==> config.mk <==
export PLATFORM = sky130hd
export DESIGN_NAME = fetch_bus_seq
export DESIGN_NICKNAME = d
export VERILOG_FILES = /design/src/rtl/fbs_pkg.sv /design/src/rtl/fbs_timebase.sv /design/src/rtl/fbs_route.sv /design/src/rtl/fbs_pins.sv /design/src/rtl/fetch_bus_seq.sv
export SDC_FILE = /design/constraint.sdc
export NUM_CORES = 1
export LEC_CHECK = 0
export ABC_CLOCK_PERIOD_IN_PS = 6000
export BUFFER_PORTS_ARGS = -buffer_cell sky130_fd_sc_hd__buf_2
export CAP_MARGIN = 20
export CORE_ASPECT_RATIO = 0.75
export CORE_UTILIZATION = 50
export DETAILED_ROUTE_END_ITERATION = 12
export PLACE_DENSITY_LB_ADDON = 0.08
export RECOVER_POWER = 100
export SYNTH_ARGS = -nofsm -noshare
export SYNTH_HDL_FRONTEND = slang
export SYNTH_SLANG_ARGS = --single-unit
==> constraint.sdc <==
create_clock -name clk -period 6 [get_ports clk]
set_clock_uncertainty 0.2 [all_clocks]
set_input_delay 1.2 -clock clk [delete_from_list [all_inputs] [get_ports clk]]
set_output_delay 1.2 -clock clk [all_outputs]
set_load 0.01 [all_outputs]
==> src/rtl/fbs_pkg.sv <==
package fbs_pkg;

  typedef enum logic [1:0] {
    PM_RESET = 2'd0,
    PM_RUN   = 2'd1,
    PM_IDLE  = 2'd2,
    PM_DOWN  = 2'd3
  } pm_mode_t;

  // strap low with external access high has no legal pair
  function automatic logic sel_invalid(input logic strap, input logic ea);
    return !strap && ea;
  endfunction

  // alternate pair: strap high and either no split or address under the split
  function automatic logic sel_alt(input logic strap, input logic ea,
                                   input logic below_split);
    return strap && (!ea || below_split);
  endfunction

  // a data cycle removes every primary slot and the second alternate slot
  function automatic logic fetch_enabled(input logic bad, input logic alt,
                                         input logic data_cyc, input logic second);
    return !bad && !(data_cyc && (second || !alt));
  endfunction

endpackage

==> src/rtl/fbs_timebase.sv <==
module fbs_timebase
  import fbs_pkg::*;
#(
  parameter int CYC_LEN  = 12,
  parameter int SLOT_LEN = 6,
  parameter int CNT_W    = 4
) (
  input  logic             clk,
  input  logic             rst_n,
  input  logic             idle_req,
  input  logic             pdown_req,
  output pm_mode_t         mode,
  output logic [CNT_W-1:0] cnt,
  output logic             slot_load,
  output logic             cyc_start,
  output logic             second_half
);

  localparam logic [CNT_W-1:0] LAST = CNT_W'(CYC_LEN - 1);
  localparam logic [CNT_W-1:0] MID  = CNT_W'(SLOT_LEN);

  pm_mode_t         mode_q, mode_d;
  logic [CNT_W-1:0] cnt_q, cnt_d;
  logic             at_end;

  always_comb begin
    at_end = (cnt_q == LAST);
    mode_d = mode_q;
    case (mode_q)
      PM_RESET: mode_d = PM_RUN;
      PM_RUN: begin
        if (at_end) begin
          if (pdown_req)     mode_d = PM_DOWN;
          else if (idle_req) mode_d = PM_IDLE;
        end
      end
      PM_IDLE: begin
        if (pdown_req)      mode_d = PM_DOWN;
        else if (!idle_req) mode_d = PM_RUN;
      end
      default: mode_d = PM_DOWN;
    endcase
    if (mode_d == PM_RUN) cnt_d = at_end ? '0 : cnt_q + 1'b1;
    else                  cnt_d = LAST;
  end

  always_ff @(posedge clk or negedge rst_n) begin
    if (!rst_n) begin
      mode_q <= PM_RESET;
      cnt_q  <= LAST;
    end else begin
      mode_q <= mode_d;
      cnt_q  <= cnt_d;
    end
  end

  assign mode        = mode_q;
  assign cnt         = cnt_q;
  assign cyc_start   = (mode_d == PM_RUN) && (cnt_d == '0);
  assign slot_load   = (mode_d == PM_RUN) && ((cnt_d == '0) || (cnt_d == MID));
  assign second_half = (cnt_q >= MID);

endmodule

==> src/rtl/fbs_route.sv <==
module fbs_route
  import fbs_pkg::*;
#(
  parameter int ADDR_W = 16,
  parameter int DATA_W = 8,
  parameter logic [ADDR_W-1:0] SPLIT_ADDR = 'h2000
) (
  input  logic                     clk,
  input  logic                     rst_n,
  input  logic                     slot_load,
  input  logic                     cyc_start,
  input  logic                     strap_sel,
  input  logic                     ext_acc,
  input  logic [ADDR_W-1:0]        fetch_addr,
  input  logic                     xdata_req,
  output logic [ADDR_W-1:0]        slot_addr,
  output logic                     slot_alt,
  output logic                     slot_bad,
  output logic                     data_cyc,
  output logic [ADDR_W-DATA_W-1:0] prim_hi_q,
  output logic [ADDR_W-DATA_W-1:0] alt_hi_q
);

  localparam int HI_W = ADDR_W - DATA_W;

  logic below, nxt_alt, nxt_bad;

  assign below   = (fetch_addr < SPLIT_ADDR);
  assign nxt_alt = sel_alt(strap_sel, ext_acc, below);
  assign nxt_bad = sel_invalid(strap_sel, ext_acc);

  always_ff @(posedge clk or negedge rst_n) begin
    if (!rst_n) begin
      slot_addr <= '0;
      slot_alt  <= 1'b0;
      slot_bad  <= 1'b1;
      data_cyc  <= 1'b0;
      prim_hi_q <= '1;
      alt_hi_q  <= '1;
    end else begin
      if (slot_load) begin
        slot_addr <= fetch_addr;
        slot_alt  <= nxt_alt;
        slot_bad  <= nxt_bad;
        if (!nxt_bad) begin
          if (nxt_alt) alt_hi_q  <= fetch_addr[ADDR_W-1 -: HI_W];
          else         prim_hi_q <= fetch_addr[ADDR_W-1 -: HI_W];
        end
      end
      if (cyc_start) data_cyc <= xdata_req;
    end
  end

endmodule

==> src/rtl/fbs_pins.sv <==
module fbs_pins
  import fbs_pkg::*;
#(
  parameter int ADDR_W          = 16,
  parameter int DATA_W          = 8,
  parameter int SLOT_LEN        = 6,
  parameter int TICKS_PER_STATE = 2,
  parameter int CNT_W           = 4
) (
  input  logic                     clk,
  input  logic                     rst_n,
  input  pm_mode_t                 mode,
  input  logic [CNT_W-1:0]         cnt,
  input  logic                     second_half,
  input  logic                     strap_sel,
  input  logic [ADDR_W-1:0]        slot_addr,
  input  logic                     slot_alt,
  input  logic                     slot_bad,
  input  logic                     data_cyc,
  input  logic [ADDR_W-DATA_W-1:0] prim_hi_q,
  input  logic [ADDR_W-DATA_W-1:0] alt_hi_q,
  input  logic [DATA_W-1:0]        prim_lo_in,
  input  logic [DATA_W-1:0]        alt_lo_in,
  output logic                     ale,
  output logic                     prim_rd_n,
  output logic                     alt_rd_n,
  output logic [ADDR_W-DATA_W-1:0] prim_hi,
  output logic [DATA_W-1:0]        prim_lo_out,
  output logic                     prim_lo_oe,
  output logic [ADDR_W-DATA_W-1:0] alt_hi,
  output logic [DATA_W-1:0]        alt_lo_out,
  output logic                     alt_lo_oe,
  output logic                     op_valid,
  output logic [ADDR_W-1:0]        op_addr,
  output logic [DATA_W-1:0]        op_data
);

  localparam logic [CNT_W-1:0] SL    = CNT_W'(SLOT_LEN);
  localparam logic [CNT_W-1:0] TPS   = CNT_W'(TICKS_PER_STATE);
  localparam logic [CNT_W-1:0] SLAST = CNT_W'(SLOT_LEN - 1);

  logic             run, pd, hold_hi;
  logic [CNT_W-1:0] in_slot;
  logic             ale_win, fon, ale_run, p_take, a_take, cap;

  assign run     = (mode == PM_RUN);
  assign pd      = (mode == PM_DOWN);
  assign hold_hi = !run && !pd;
  assign in_slot = second_half ? (cnt - SL) : cnt;
  assign ale_win = (in_slot < TPS);
  assign fon     = fetch_enabled(slot_bad, slot_alt, data_cyc, second_half);
  assign ale_run = ale_win && !(data_cyc && second_half);
  assign p_take  = run && fon && !slot_alt;
  assign a_take  = run && fon && slot_alt;
  assign cap     = run && fon && (in_slot == SLAST);

  assign ale       = hold_hi ? 1'b1 : (pd ? 1'b0 : ale_run);
  assign prim_rd_n = hold_hi ? 1'b1 : (pd ? 1'b0 : !(p_take && !ale_win));
  assign alt_rd_n  = !(a_take && !ale_win);

  assign prim_hi     = prim_hi_q;
  assign prim_lo_out = slot_addr[DATA_W-1:0];
  assign prim_lo_oe  = p_take && ale_win;

  always_comb begin
    if (!strap_sel) begin
      alt_hi     = '1;
      alt_lo_out = '1;
      alt_lo_oe  = 1'b1;
    end else begin
      alt_hi     = alt_hi_q;
      alt_lo_out = slot_addr[DATA_W-1:0];
      alt_lo_oe  = a_take && ale_win;
    end
  end

  always_ff @(posedge clk or negedge rst_n) begin
    if (!rst_n) begin
      op_valid <= 1'b0;
      op_addr  <= '0;
      op_data  <= '0;
    end else begin
      op_valid <= cap;
      if (cap) begin
        op_addr <= slot_addr;
        op_data <= slot_alt ? alt_lo_in : prim_lo_in;
      end
    end
  end

endmodule

==> src/rtl/fetch_bus_seq.sv <==
module fetch_bus_seq
  import fbs_pkg::*;
#(
  parameter int ADDR_W          = 16,
  parameter int DATA_W          = 8,
  parameter int NUM_STATES      = 6,
  parameter int TICKS_PER_STATE = 2,
  parameter logic [ADDR_W-1:0] SPLIT_ADDR = 'h2000
) (
  input  logic                     clk,
  input  logic                     rst_n,
  input  logic                     strap_sel,
  input  logic                     ext_acc,
  input  logic [ADDR_W-1:0]        fetch_addr,
  input  logic                     xdata_req,
  input  logic                     idle_req,
  input  logic                     pdown_req,
  output logic                     ale,
  output logic                     prim_rd_n,
  output logic                     alt_rd_n,
  output logic [ADDR_W-DATA_W-1:0] prim_hi,
  output logic [DATA_W-1:0]        prim_lo_out,
  output logic                     prim_lo_oe,
  input  logic [DATA_W-1:0]        prim_lo_in,
  output logic [ADDR_W-DATA_W-1:0] alt_hi,
  output logic [DATA_W-1:0]        alt_lo_out,
  output logic                     alt_lo_oe,
  input  logic [DATA_W-1:0]        alt_lo_in,
  output logic                     op_valid,
  output logic [ADDR_W-1:0]        op_addr,
  output logic [DATA_W-1:0]        op_data,
  output logic                     cfg_err
);

  localparam int CYC_LEN  = NUM_STATES * TICKS_PER_STATE;
  localparam int SLOT_LEN = CYC_LEN / 2;
  localparam int CNT_W    = $clog2(CYC_LEN);
  localparam int HI_W     = ADDR_W - DATA_W;

  pm_mode_t         mode;
  logic [CNT_W-1:0] cnt;
  logic             slot_load, cyc_start, second_half;
  logic [ADDR_W-1:0] slot_addr;
  logic             slot_alt, slot_bad, data_cyc;
  logic [HI_W-1:0]  prim_hi_q, alt_hi_q;

  // named events for the checker
  logic run_w, pd_mode_w, slot_bad_w;
  assign run_w      = (mode == PM_RUN);
  assign pd_mode_w  = (mode == PM_DOWN);
  assign slot_bad_w = slot_bad;

  assign cfg_err = sel_invalid(strap_sel, ext_acc);

  fbs_timebase #(.CYC_LEN(CYC_LEN), .SLOT_LEN(SLOT_LEN), .CNT_W(CNT_W)) u_tb (
    .clk(clk), .rst_n(rst_n), .idle_req(idle_req), .pdown_req(pdown_req),
    .mode(mode), .cnt(cnt), .slot_load(slot_load), .cyc_start(cyc_start),
    .second_half(second_half)
  );

  fbs_route #(.ADDR_W(ADDR_W), .DATA_W(DATA_W), .SPLIT_ADDR(SPLIT_ADDR)) u_route (
    .clk(clk), .rst_n(rst_n), .slot_load(slot_load), .cyc_start(cyc_start),
    .strap_sel(strap_sel), .ext_acc(ext_acc), .fetch_addr(fetch_addr),
    .xdata_req(xdata_req), .slot_addr(slot_addr), .slot_alt(slot_alt),
    .slot_bad(slot_bad), .data_cyc(data_cyc), .prim_hi_q(prim_hi_q),
    .alt_hi_q(alt_hi_q)
  );

  fbs_pins #(.ADDR_W(ADDR_W), .DATA_W(DATA_W), .SLOT_LEN(SLOT_LEN),
             .TICKS_PER_STATE(TICKS_PER_STATE), .CNT_W(CNT_W)) u_pins (
    .clk(clk), .rst_n(rst_n), .mode(mode), .cnt(cnt), .second_half(second_half),
    .strap_sel(strap_sel), .slot_addr(slot_addr), .slot_alt(slot_alt),
    .slot_bad(slot_bad), .data_cyc(data_cyc), .prim_hi_q(prim_hi_q),
    .alt_hi_q(alt_hi_q), .prim_lo_in(prim_lo_in), .alt_lo_in(alt_lo_in),
    .ale(ale), .prim_rd_n(prim_rd_n), .alt_rd_n(alt_rd_n), .prim_hi(prim_hi),
    .prim_lo_out(prim_lo_out), .prim_lo_oe(prim_lo_oe), .alt_hi(alt_hi),
    .alt_lo_out(alt_lo_out), .alt_lo_oe(alt_lo_oe), .op_valid(op_valid),
    .op_addr(op_addr), .op_data(op_data)
  );

endmodule

==> qor.yml <==
worst_setup_path:
  critical_path_class: "register to output port"
  endpoint_kind: "output port"
  worstPathMaxFanout: 7
  arrival_ps: 2610
  worstSetupStartpointType: "register"
  crit_start: "u_tb.cnt[0]$_DFF_PN1_"
  required_ps: 4600
  reg2reg_from: "u_tb.cnt[0]$_DFF_PN1_"
  r2r_end: "u_pins.op_data[2]$_DFFE_PN0P_"
  r2r_slack_ps: 2070
  reg2reg_depth: 8
global_route:
  grt_usage_pct: 21.1
  grt_pass1_vias: 2106
  grt.overflow.total: 0
  grt_start_max_net_pins: 67
  grt_pass1_wl_mm: 10.5
  grt_antenna_before_repair: 0
power_and_ir_drop:
  ir_drop_v: 0.000190
  p_int_w: 0.000905
  switching_share_pct: 26.3
  p_sw_w: 0.000322
  p_clk_share_pct: 34.4
  combPwrFrac_pct: 17.5
  leakage_nw: 1.57
  power_frac_seq_pct: 48.1
  power.density_nw_per_um2: 331
clock_tree:
  cts_tree: "done"
  hold_buffers: 0
  htreeDepth: 3
  clk_latency_ps: 330
  cts_buffers: 9
  cts_root_buf: "clkbuf_8"
  post_cts_buffers: 0
  post_cts_resized: 0
  clock_path_buffers: 2
  clock_sink_count: 66
  path_clk_slew_ps: 70
sta:
  worstMarginPinSlew_ps: 1560
  finalCritPeriodShare_pct: 66.8
  finalHoldViolations: 0
  period_minus_slack_ps: 4010
  setup_tns_ps: 0
  finalSetupViolCount: 0
  rsz0062_at_grt: "no"
  slew_headroom_pct: -4.44
  slew_violations: 18
  worst_slack_ps: 1990
  max_freq_mhz: 249
finish:
  nNetsFinal: 368
  drive_above_1_share_pct: 39.6
  finalInstanceArea_um2: 3710
  layout_commonest_cell: "clkbuf_1"
  area_growth_pct: 17.6
  diodes: 0
  mostFrequentLayoutCells: "65 x clkbuf_1, 55 x mux2_2, 46 x dfrtp_1"
routing:
  ant_nets: 0
  drtIter0Drc: 103
  drt_wl_total_mm: 6.27
  vias: 2117
  drcViolationCount: 0
  avgRoutedWirePerCell_um: 15.3
  drt-pass1-iter-count: 4
  viasPerCell: 5.18
logic_synthesis:
  ys_seq_area_share_pct: 53.2
  synth_area_per_cell_um2: 13.8
  synth_area_um2: 3150
  ys_types: 42
  yosys_warnings: 0
  async_flop_share_pct: 100
  postSynthCellCount: 229
  synth-edff-count: 0
  synth_nets: 271
  ys_ff_latch: 66
  synth_ff_type: "dfrtp_1"
placement:
  port_buffers: 101
  gp_congestion: 0.799
  dpl_cell_area_um2: 3630
  place_ws_ps: 2670
  post-dp-hpwl_mm: 4.42
die:
  dieWidth_um: 93.7
  initial_core_util_pct: 53.0
  core_region_area_um2: 5950
  rows: 24
  ios: 102
  die-area_um2: 6630
  die_h_um: 70.8
flow_run:
  drv_cap: 1
hold_path:
  hold_path.class: "register to register"
  min_path_cells: 1
  hold_end: "u_pins.op_data[5]$_DFFE_PN0P_"
  min_from: "u_pins.op_data[5]$_DFFE_PN0P_"
run_status:
  status: "finished, violations left"
  violations: "max-capacitance violations, max-slew violations"
## critical path, stage by stage, from the launching register on
cell and delay, ps:
dfstp_1 660, inv_1 80, ha_1 210, o211ai_1 170, nand2_1 90, nor4b_1 610
nor3b_1 280, clkbuf_1 180
## state kept, by name, summed over array words and instances (netlist names)
signal,flops
u_route.alt_hi_q,8
u_route.slot_bad,1
u_tb.cnt,4
u_route.data_cyc,1
u_route.slot_alt,1
u_pins.op_data,8
u_route.prim_hi_q,8
u_route.slot_addr,16
u_pins.op_addr,16
u_tb.mode,2
u_pins.op_valid,1
## power groups by stage
stage          Sequential [W]  Combinational (W)  Clock (W)
4_1_cts              0.000592           0.000246   0.000434
6_report             0.000591           0.000214   0.000423
3_5_place_dp         0.000599           0.000245          0
3_3_place_gp         0.000595           0.000240          0
2_1_floorplan        0.000607           0.000139          0
5_1_grt              0.000602           0.000234   0.000454
## cells by family after synthesis
kind of cell | synth area share [%]
xor gates and xnor gates | 0.834
AOI/OAI and AO/OA | 5.72
adders and majority gates | 1.19
DFF | 53.2
and+or+nand+nor | 9.21
buffers and inverters | 4.80
muxes | 25.0
## cells in the mapped netlist (all sizes together) (3+ instances only)
cell / instances / area, um2
nor2b: 3 / 18.8
buf: 14 / 133
dfstp: 20 / 526
nand2b: 18 / 113
dfrtp: 46 / 1150
nand3: 5 / 25.0
a21oi: 3 / 18.8
nand2: 8 / 30.0
clkbuf: 3 / 11.3
o21ai: 8 / 40.0
ha: 3 / 37.5
nor2: 5 / 31.3
mux2: 65 / 769
## per-layer routing
metal	part of all wire [%]	up-vias	GRT usage, %	routed length (um)
li1	-	998	-	-
met1	46	1032	28.9	2880
met2	46	79	31.4	2850
met3	7.4	8	7.85	463
met4	1.1	0	6.67	68
met5	0	-	0	0
## per-stage QoR
step	util, %	instances	power, W	hold WS, ps
4_1_cts	64.8	409	0.00127	286
6_report	62.4	409	0.00123	288
2_1_floorplan	-	229	0.000745	276
5_1_grt	62.4	409	0.00129	307
3_5_place_dp	61.0	393	0.000843	270
3_3_place_gp	61.0	393	0.000835	264
## layout make-up
cell class	instances	area [um2]
inverter	2	7.51
clock inverter	4	73.8
clock buffer	12	155
fill	525	2240
sequential	66	1680
tap	78	97.6
timing repair buffer	103	438
multi-input combinational	144	1260
## how the worst max path moves through the flow
| stage | slack [ps] | cells after the start | end |
|---|---|---|---|
| 6_report | 1990 | 7 | prim_lo_oe |
| 5_1_grt | 1710 | 8 | alt_lo_oe |
| 3_3_place_gp | 2740 | 3 | alt_lo_oe |
| 3_5_place_dp | 2670 | 6 | u_route.slot_addr[4]$_DFFE_PN0P_ |
| 4_1_cts | 2330 | 7 | prim_lo_oe |
| 2_1_floorplan | 2640 | 3 | alt_lo_oe |
Note: power is estimated with default switching activity, not from simulation.
